==> config.mk <==
export PLATFORM = sky130hd
export DESIGN_NAME = cap_key_tracker
export DESIGN_NICKNAME = d
export VERILOG_FILES = /design/src/rtl/cap_key_tracker.sv
export SDC_FILE = /design/constraint.sdc
export NUM_CORES = 1
export LEC_CHECK = 0
export ABC_CLOCK_PERIOD_IN_PS = 8300
export BUFFER_PORTS_ARGS = -buffer_cell sky130_fd_sc_hd__buf_2
export CAP_MARGIN = 20
export CELL_PAD_IN_SITES_DETAIL_PLACEMENT = 0
export CELL_PAD_IN_SITES_GLOBAL_PLACEMENT = 1
export CORE_MARGIN = 2
export CORE_UTILIZATION = 47
export CTS_CLUSTER_SIZE = 25
export DETAILED_ROUTE_END_ITERATION = 16
export GPL_ROUTABILITY_DRIVEN = 0
export GPL_TIMING_DRIVEN = 0
export PLACE_DENSITY = 0.84
export SETUP_SLACK_MARGIN = 0.05
export SLEW_MARGIN = 20
export SYNTH_ARGS = -nofsm -noshare
export SYNTH_HDL_FRONTEND = slang
export SYNTH_SLANG_ARGS = --single-unit
==> constraint.sdc <==
create_clock -name clk -period 8.3 [get_ports clk]
set_input_delay 1.66 -clock clk [delete_from_list [all_inputs] [get_ports clk]]
set_output_delay 1.66 -clock clk [all_outputs]
set_load 0.005 [all_outputs]
==> src/rtl/cap_key_tracker.sv <==
module cap_key_tracker #(
  parameter int NCH      = 4,
  parameter int DN_SHIFT = 2,
  localparam int CW = (NCH > 1) ? $clog2(NCH) : 1
) (
  input  logic              clk,
  input  logic              rst_n,
  input  logic              smp_valid,
  input  logic [CW-1:0]     smp_ch,
  input  logic [15:0]       smp_raw,
  input  logic [15:0]       thresh,
  input  logic [15:0]       hyst,
  input  logic [3:0]        dwell,
  input  logic [15:0]       up_period,
  input  logic [15:0]       max_on,
  output logic [NCH-1:0]    key_on,
  output logic [16*NCH-1:0] base_flat
);

  logic [15:0] base_q [NCH];
  logic [15:0] up_q   [NCH];
  logic [15:0] dn_q   [NCH];
  logic [15:0] on_q   [NCH];
  logic [3:0]  dw_q   [NCH];
  logic [NCH-1:0] det_q, cal_q;

  logic [15:0] b, n_base, n_up, n_dn, n_on;
  logic [3:0]  n_dw;
  logic        n_det;
  logic signed [16:0] dfull;
  logic signed [15:0] dsat;
  logic signed [17:0] dext, thr_lvl, rel_lvl;
  logic [15:0] up_per, dn_per, dn_raw;
  logic [3:0]  nreq;
  logic        above, below;

  assign b       = base_q[smp_ch];
  assign dfull   = $signed({1'b0, smp_raw}) - $signed({1'b0, b});
  assign dsat    = (dfull > 17'sd32767)  ? 16'sh7fff :
                   (dfull < -17'sd32768) ? 16'sh8000 : dfull[15:0];
  assign dext    = {{2{dsat[15]}}, dsat};
  assign thr_lvl = $signed({2'b00, thresh});
  assign rel_lvl = $signed({2'b00, thresh}) - $signed({2'b00, hyst});
  assign above   = dext >= thr_lvl;
  assign below   = dext < rel_lvl;
  assign up_per  = (up_period == 16'd0) ? 16'd1 : up_period;
  assign dn_raw  = up_per >> DN_SHIFT;
  assign dn_per  = (dn_raw == 16'd0) ? 16'd1 : dn_raw;
  assign nreq    = (dwell == 4'd0) ? 4'd1 : dwell;

  always_comb begin
    n_base = b;
    n_up   = up_q[smp_ch];
    n_dn   = dn_q[smp_ch];
    n_on   = on_q[smp_ch];
    n_dw   = dw_q[smp_ch];
    n_det  = det_q[smp_ch];
    if (!cal_q[smp_ch]) begin
      n_base = smp_raw;
      n_det  = 1'b0;
      n_up   = '0;
      n_dn   = '0;
      n_on   = '0;
      n_dw   = '0;
    end else if (det_q[smp_ch]) begin
      n_on = on_q[smp_ch] + 16'd1;
      if (max_on != 16'd0 && ({1'b0, on_q[smp_ch]} + 17'd1) >= {1'b0, max_on}) begin
        n_base = smp_raw;
        n_det  = 1'b0;
        n_on   = '0;
      end else if (below) begin
        n_det = 1'b0;
        n_on  = '0;
      end
    end else if (above) begin
      n_up = '0;
      n_dn = '0;
      if ({1'b0, dw_q[smp_ch]} + 5'd1 >= {1'b0, nreq}) begin
        n_det = 1'b1;
        n_dw  = '0;
        n_on  = '0;
      end else begin
        n_dw = dw_q[smp_ch] + 4'd1;
      end
    end else begin
      n_dw = '0;
      if (smp_raw > b) begin
        n_dn = '0;
        if ({1'b0, up_q[smp_ch]} + 17'd1 >= {1'b0, up_per}) begin
          n_base = b + 16'd1;
          n_up   = '0;
        end else begin
          n_up = up_q[smp_ch] + 16'd1;
        end
      end else if (smp_raw < b) begin
        n_up = '0;
        if ({1'b0, dn_q[smp_ch]} + 17'd1 >= {1'b0, dn_per}) begin
          n_base = b - 16'd1;
          n_dn   = '0;
        end else begin
          n_dn = dn_q[smp_ch] + 16'd1;
        end
      end else begin
        n_up = '0;
        n_dn = '0;
      end
    end
  end

  always_ff @(posedge clk or negedge rst_n) begin
    if (!rst_n) begin
      det_q <= '0;
      cal_q <= '0;
      for (int i = 0; i < NCH; i++) begin
        base_q[i] <= '0;
        up_q[i]   <= '0;
        dn_q[i]   <= '0;
        on_q[i]   <= '0;
        dw_q[i]   <= '0;
      end
    end else if (smp_valid) begin
      base_q[smp_ch] <= n_base;
      up_q[smp_ch]   <= n_up;
      dn_q[smp_ch]   <= n_dn;
      on_q[smp_ch]   <= n_on;
      dw_q[smp_ch]   <= n_dw;
      det_q[smp_ch]  <= n_det;
      cal_q[smp_ch]  <= 1'b1;
    end
  end

  assign key_on = det_q;

  for (genvar c = 0; c < NCH; c++) begin : g_ch
    assign base_flat[16*c +: 16] = base_q[c];

    AST_NO_DET_UNCAL: assert property (@(posedge clk) disable iff (!rst_n)
      !cal_q[c] |-> !det_q[c]);
    AST_OTHER_CH_QUIET: assert property (@(posedge clk) disable iff (!rst_n)
      !(smp_valid && smp_ch == c) |=> $stable(base_q[c]) && $stable(det_q[c]));
    AST_FROZEN_IN_DET: assert property (@(posedge clk) disable iff (!rst_n)
      (det_q[c] && $past(det_q[c])) |-> $stable(base_q[c]));
    AST_SLEW_ONE_LSB: assert property (@(posedge clk) disable iff (!rst_n)
      (cal_q[c] && !det_q[c]) |=> (base_q[c] == $past(base_q[c]) ||
        base_q[c] == $past(base_q[c]) + 16'd1 || base_q[c] == $past(base_q[c]) - 16'd1));
  end

endmodule

==> metrics <==
status=complete, no violations; final instance area=21600 um^2; antenna violations before repair=2; Reg area=7007 um^2; post-synth top area share=around 37%; Post-synth EDFFs=0; Post-route DRC=0; die height=roughly 200 um; fmax=around 130 MHz; WP data required=8.73 ns; hold slack final=0.4698 ns; Clock Skews=0.03688 ns; initial detailed-routing violation count=between 1500 and 2000; area of the multi-input gates=between 10000 and 15000 um^2; Synth async-reset ratio=100.0%; H-tree Lvls=1; number of global-route vias before repair=around 17000; first-pass GRT wire length=between 90000 and 100000 um; Hold Buf Count CTS=0; setup violators final=0; via count=approximately 17000; total CTS buffers=29; Reg-to-Reg Start=base_flat[50]; CP endpoint kind=flip-flop; I/O pin count=~160; Netlist Area Pre-Place=between 15000 and 20000 um^2; largest cells by area after synthesis=dfrtp_1, mux4_2, ha_1, nand2_1, o21ai_0; worst min path class=reg2reg; placed cell area=between 20000 and 25000 um^2; critical setup path kind=in2reg; Worst Setup Start Kind=input port; synth warn=0; VDD IR max=approximately 0.00015 V; worst slew pin tran=~1.1 ns; Yosys cell types=between 90 and 100; RSZ-0062 raised after global routing=true; Fill cells=roughly 3700; clk buf depth=3; die area=approximately 42000 um^2; period utilisation layout=a little over nine tenths; HP Start=cal_q[0]; GRT overflow=0; power per cell area=around 240 nW/um^2; antenna-violating nets left=0; 1st-pass router iterations=5; Yosys top cell by area=dfrtp_1; post-synthesis net count=approximately 2200; Core Rows=73; CTS root buf=clkbuf_16; register bit total from synthesis=280; r2r setup slk=around 1.9 ns; hpwl dp=roughly 48000 um; Via-to-Cell Ratio=between 6 and 7; Max-Cap Viols=0; crit path launch=smp_ch[1]; Post-Route WL=around 63000 um; TritonCTS Sinks=280; Starting Density=a little under half; setup TNS=0 ns; latest clock arrival within the worst-skew pair=between 0.5 and 0.6 ns; Hold Vio Cnt, Final=0; Leakage=a little under 0.01 uW; Rel. slew slack=28.45%; sequential share of the synthesized area=between 30% and 40%; ys flop type=dfrtp_1; core area=between 30000 and 40000 um^2; CP arrival=around 8.4 ns; CP max stage cell=or4b_2; Crit Path Max Fanout=19; layout cell share with drive strength beyond 1=17.13%; syn_area_per_cell=9.259 um^2; fin. max-slew vios=0; area delta synth->final=14.65%; CP max stage delay=roughly 0.63 ns; clock transition at the registers of the reported paths=~0.06 ns; CTS tree=built; Mapped Cells=around 2000; min cycle time layout=approximately 8 ns; total track usage=a little under a third; nets=approximately 2400; largest net degree at the start of global routing=slightly below 100; die width=about 200 um; I/O Buffers=roughly 150; Avg WL per Cell=between 20 and 25 um
final timing paths:
| check | to | cells after the start |
|---|---|---|
| setup / recovery | on_q[31] | 28 |
| hold / removal | cal_q[0] | 1 |
| setup reg to reg | base_flat[23] | 28 |
| hold reg to reg | cal_q[0] | 1 |
| max in group asynchronous | base_flat[33] | 2 |
| min in group asynchronous | up_q[45] | 1 |
synth_stat cells, types with 12 or more instances:
| cell | number |
|---|---|
| mux4_2 | 66 |
| xnor2_1 | 36 |
| a21o_1 | 34 |
| or3_1 | 12 |
| inv_1 | 111 |
| nor3_1 | 24 |
| o22a_1 | 12 |
| nand3_1 | 39 |
| o31ai_1 | 25 |
| ha_1 | 118 |
| o21ai_0 | 216 |
| nor2_1 | 99 |
| nor4_1 | 14 |
| o21ai_1 | 15 |
| o21a_1 | 15 |
| and3_1 | 20 |
| dfrtp_1 | 280 |
| nand2_1 | 342 |
| clkbuf_1 | 75 |
| a21oi_1 | 87 |
| a31oi_1 | 21 |
| a22o_1 | 55 |
| and2_1 | 18 |
| nand4_1 | 16 |
| buf_2 | 13 |
| xor2_1 | 21 |
| nand2b_1 | 29 |
worst max-delay path, delay by kind of cell:
kind,cells,cell delay [ns]
AOI/OAI and AO/OA,12,2.36
adders and majority gates,2,0.49
buffers and inverters,9,2.27
muxes,1,0.37
and+or+nand+nor,4,1.25
routing by layer:
layer | GRT usage, % | part of all wire [%] | vias to the layer above
met5 | 0 | 0 | -
met4 | 11.93 | 4.0 | 0
met2 | 49.88 | 47 | 723
met1 | 39.87 | 42 | 8603
li1 | - | - | 7836
met3 | 4.289 | 7.0 | 148
layout by cell type (no fill, tap or decap), types with 22 or more instances in the layout:
| cell | synthesis | layout |
|---|---|---|
| xnor2_1 | 36 | 36 |
| dfrtp_1 | 280 | 280 |
| a22o_1 | 55 | 55 |
| buf_2 | 13 | 161 |
| nand3_1 | 39 | 38 |
| mux4_2 | 66 | 66 |
| inv_1 | 111 | 111 |
| o31ai_1 | 25 | 22 |
| ha_1 | 118 | 116 |
| o21ai_0 | 216 | 213 |
| nor2_1 | 99 | 98 |
| a21oi_1 | 87 | 74 |
| clkbuf_1 | 75 | 80 |
| clkbuf_16 | 0 | 29 |
| nand2b_1 | 29 | 28 |
| a21o_1 | 34 | 34 |
| nor3_1 | 24 | 24 |
| nand2_1 | 342 | 342 |
timing repair:
| item | CTS | global route |
|---|---|---|
| pin swaps | 4 | 1 |
| setup buffers | 6 | 6 |
| resized for setup | 40 | 29 |
| gates cloned | 0 | 0 |
| setup endpoints to repair | 268 | 253 |
area by class of cell:
| cell class | instances | share of cell area, % |
|---|---|---|
| Sequential cell | 280 | 32.43 |
| Multi-Input combinational cell | 1540 | 51.39 |
| Clock buffer | 46 | 3.979 |
| Clock inverter | 6 | 0.3070 |
| Buffer | 103 | 2.612 |
| Tap cell | 525 | 3.041 |
| Antenna cell | 2 | 0.02317 |
| Inverter | 111 | 1.929 |
| Timing Repair Buffer | 168 | 4.286 |
cells by family after synthesis:
group	after synthesis	synth area share, %
XOR/XNOR	57	2.649
multiplexers	83	8.838
AND/OR/NAND/NOR	667	16.35
AO/OA/AOI/OAI	613	22.24
flip-flops	280	37.18
buffers and inverters	215	4.688
adder cells (fa/ha/maj)	120	8.048
through the flow:
step / setup slack, ns / total power, uW / instances / utilization [%]
floorplan: 0.1146 / 3115 / 2035 / -
global placement: -2.294 / 3815 / 2714 / 51.16
detailed placement: -2.351 / 3868 / 2716 / 51.34
CTS: 0.05193 / 5186 / 2773 / 54.10
global route: 0.02504 / 5541 / 2780 / 54.49
finish: 0.3182 / 5266 / 2781 / 54.50
state kept, by name (all words and copies together) (netlist names):
signal,count
dw_q,16
up_q,64
on_q,64
key_on,4
base_flat,64
dn_q,64
cal_q,4
power breakdown:
part | internal (uW) | switching, uW
Combinational | 891 | 1390
Sequential | 1540 | 147
Clock | 738 | 556
(Power assumes the default switching activity.)
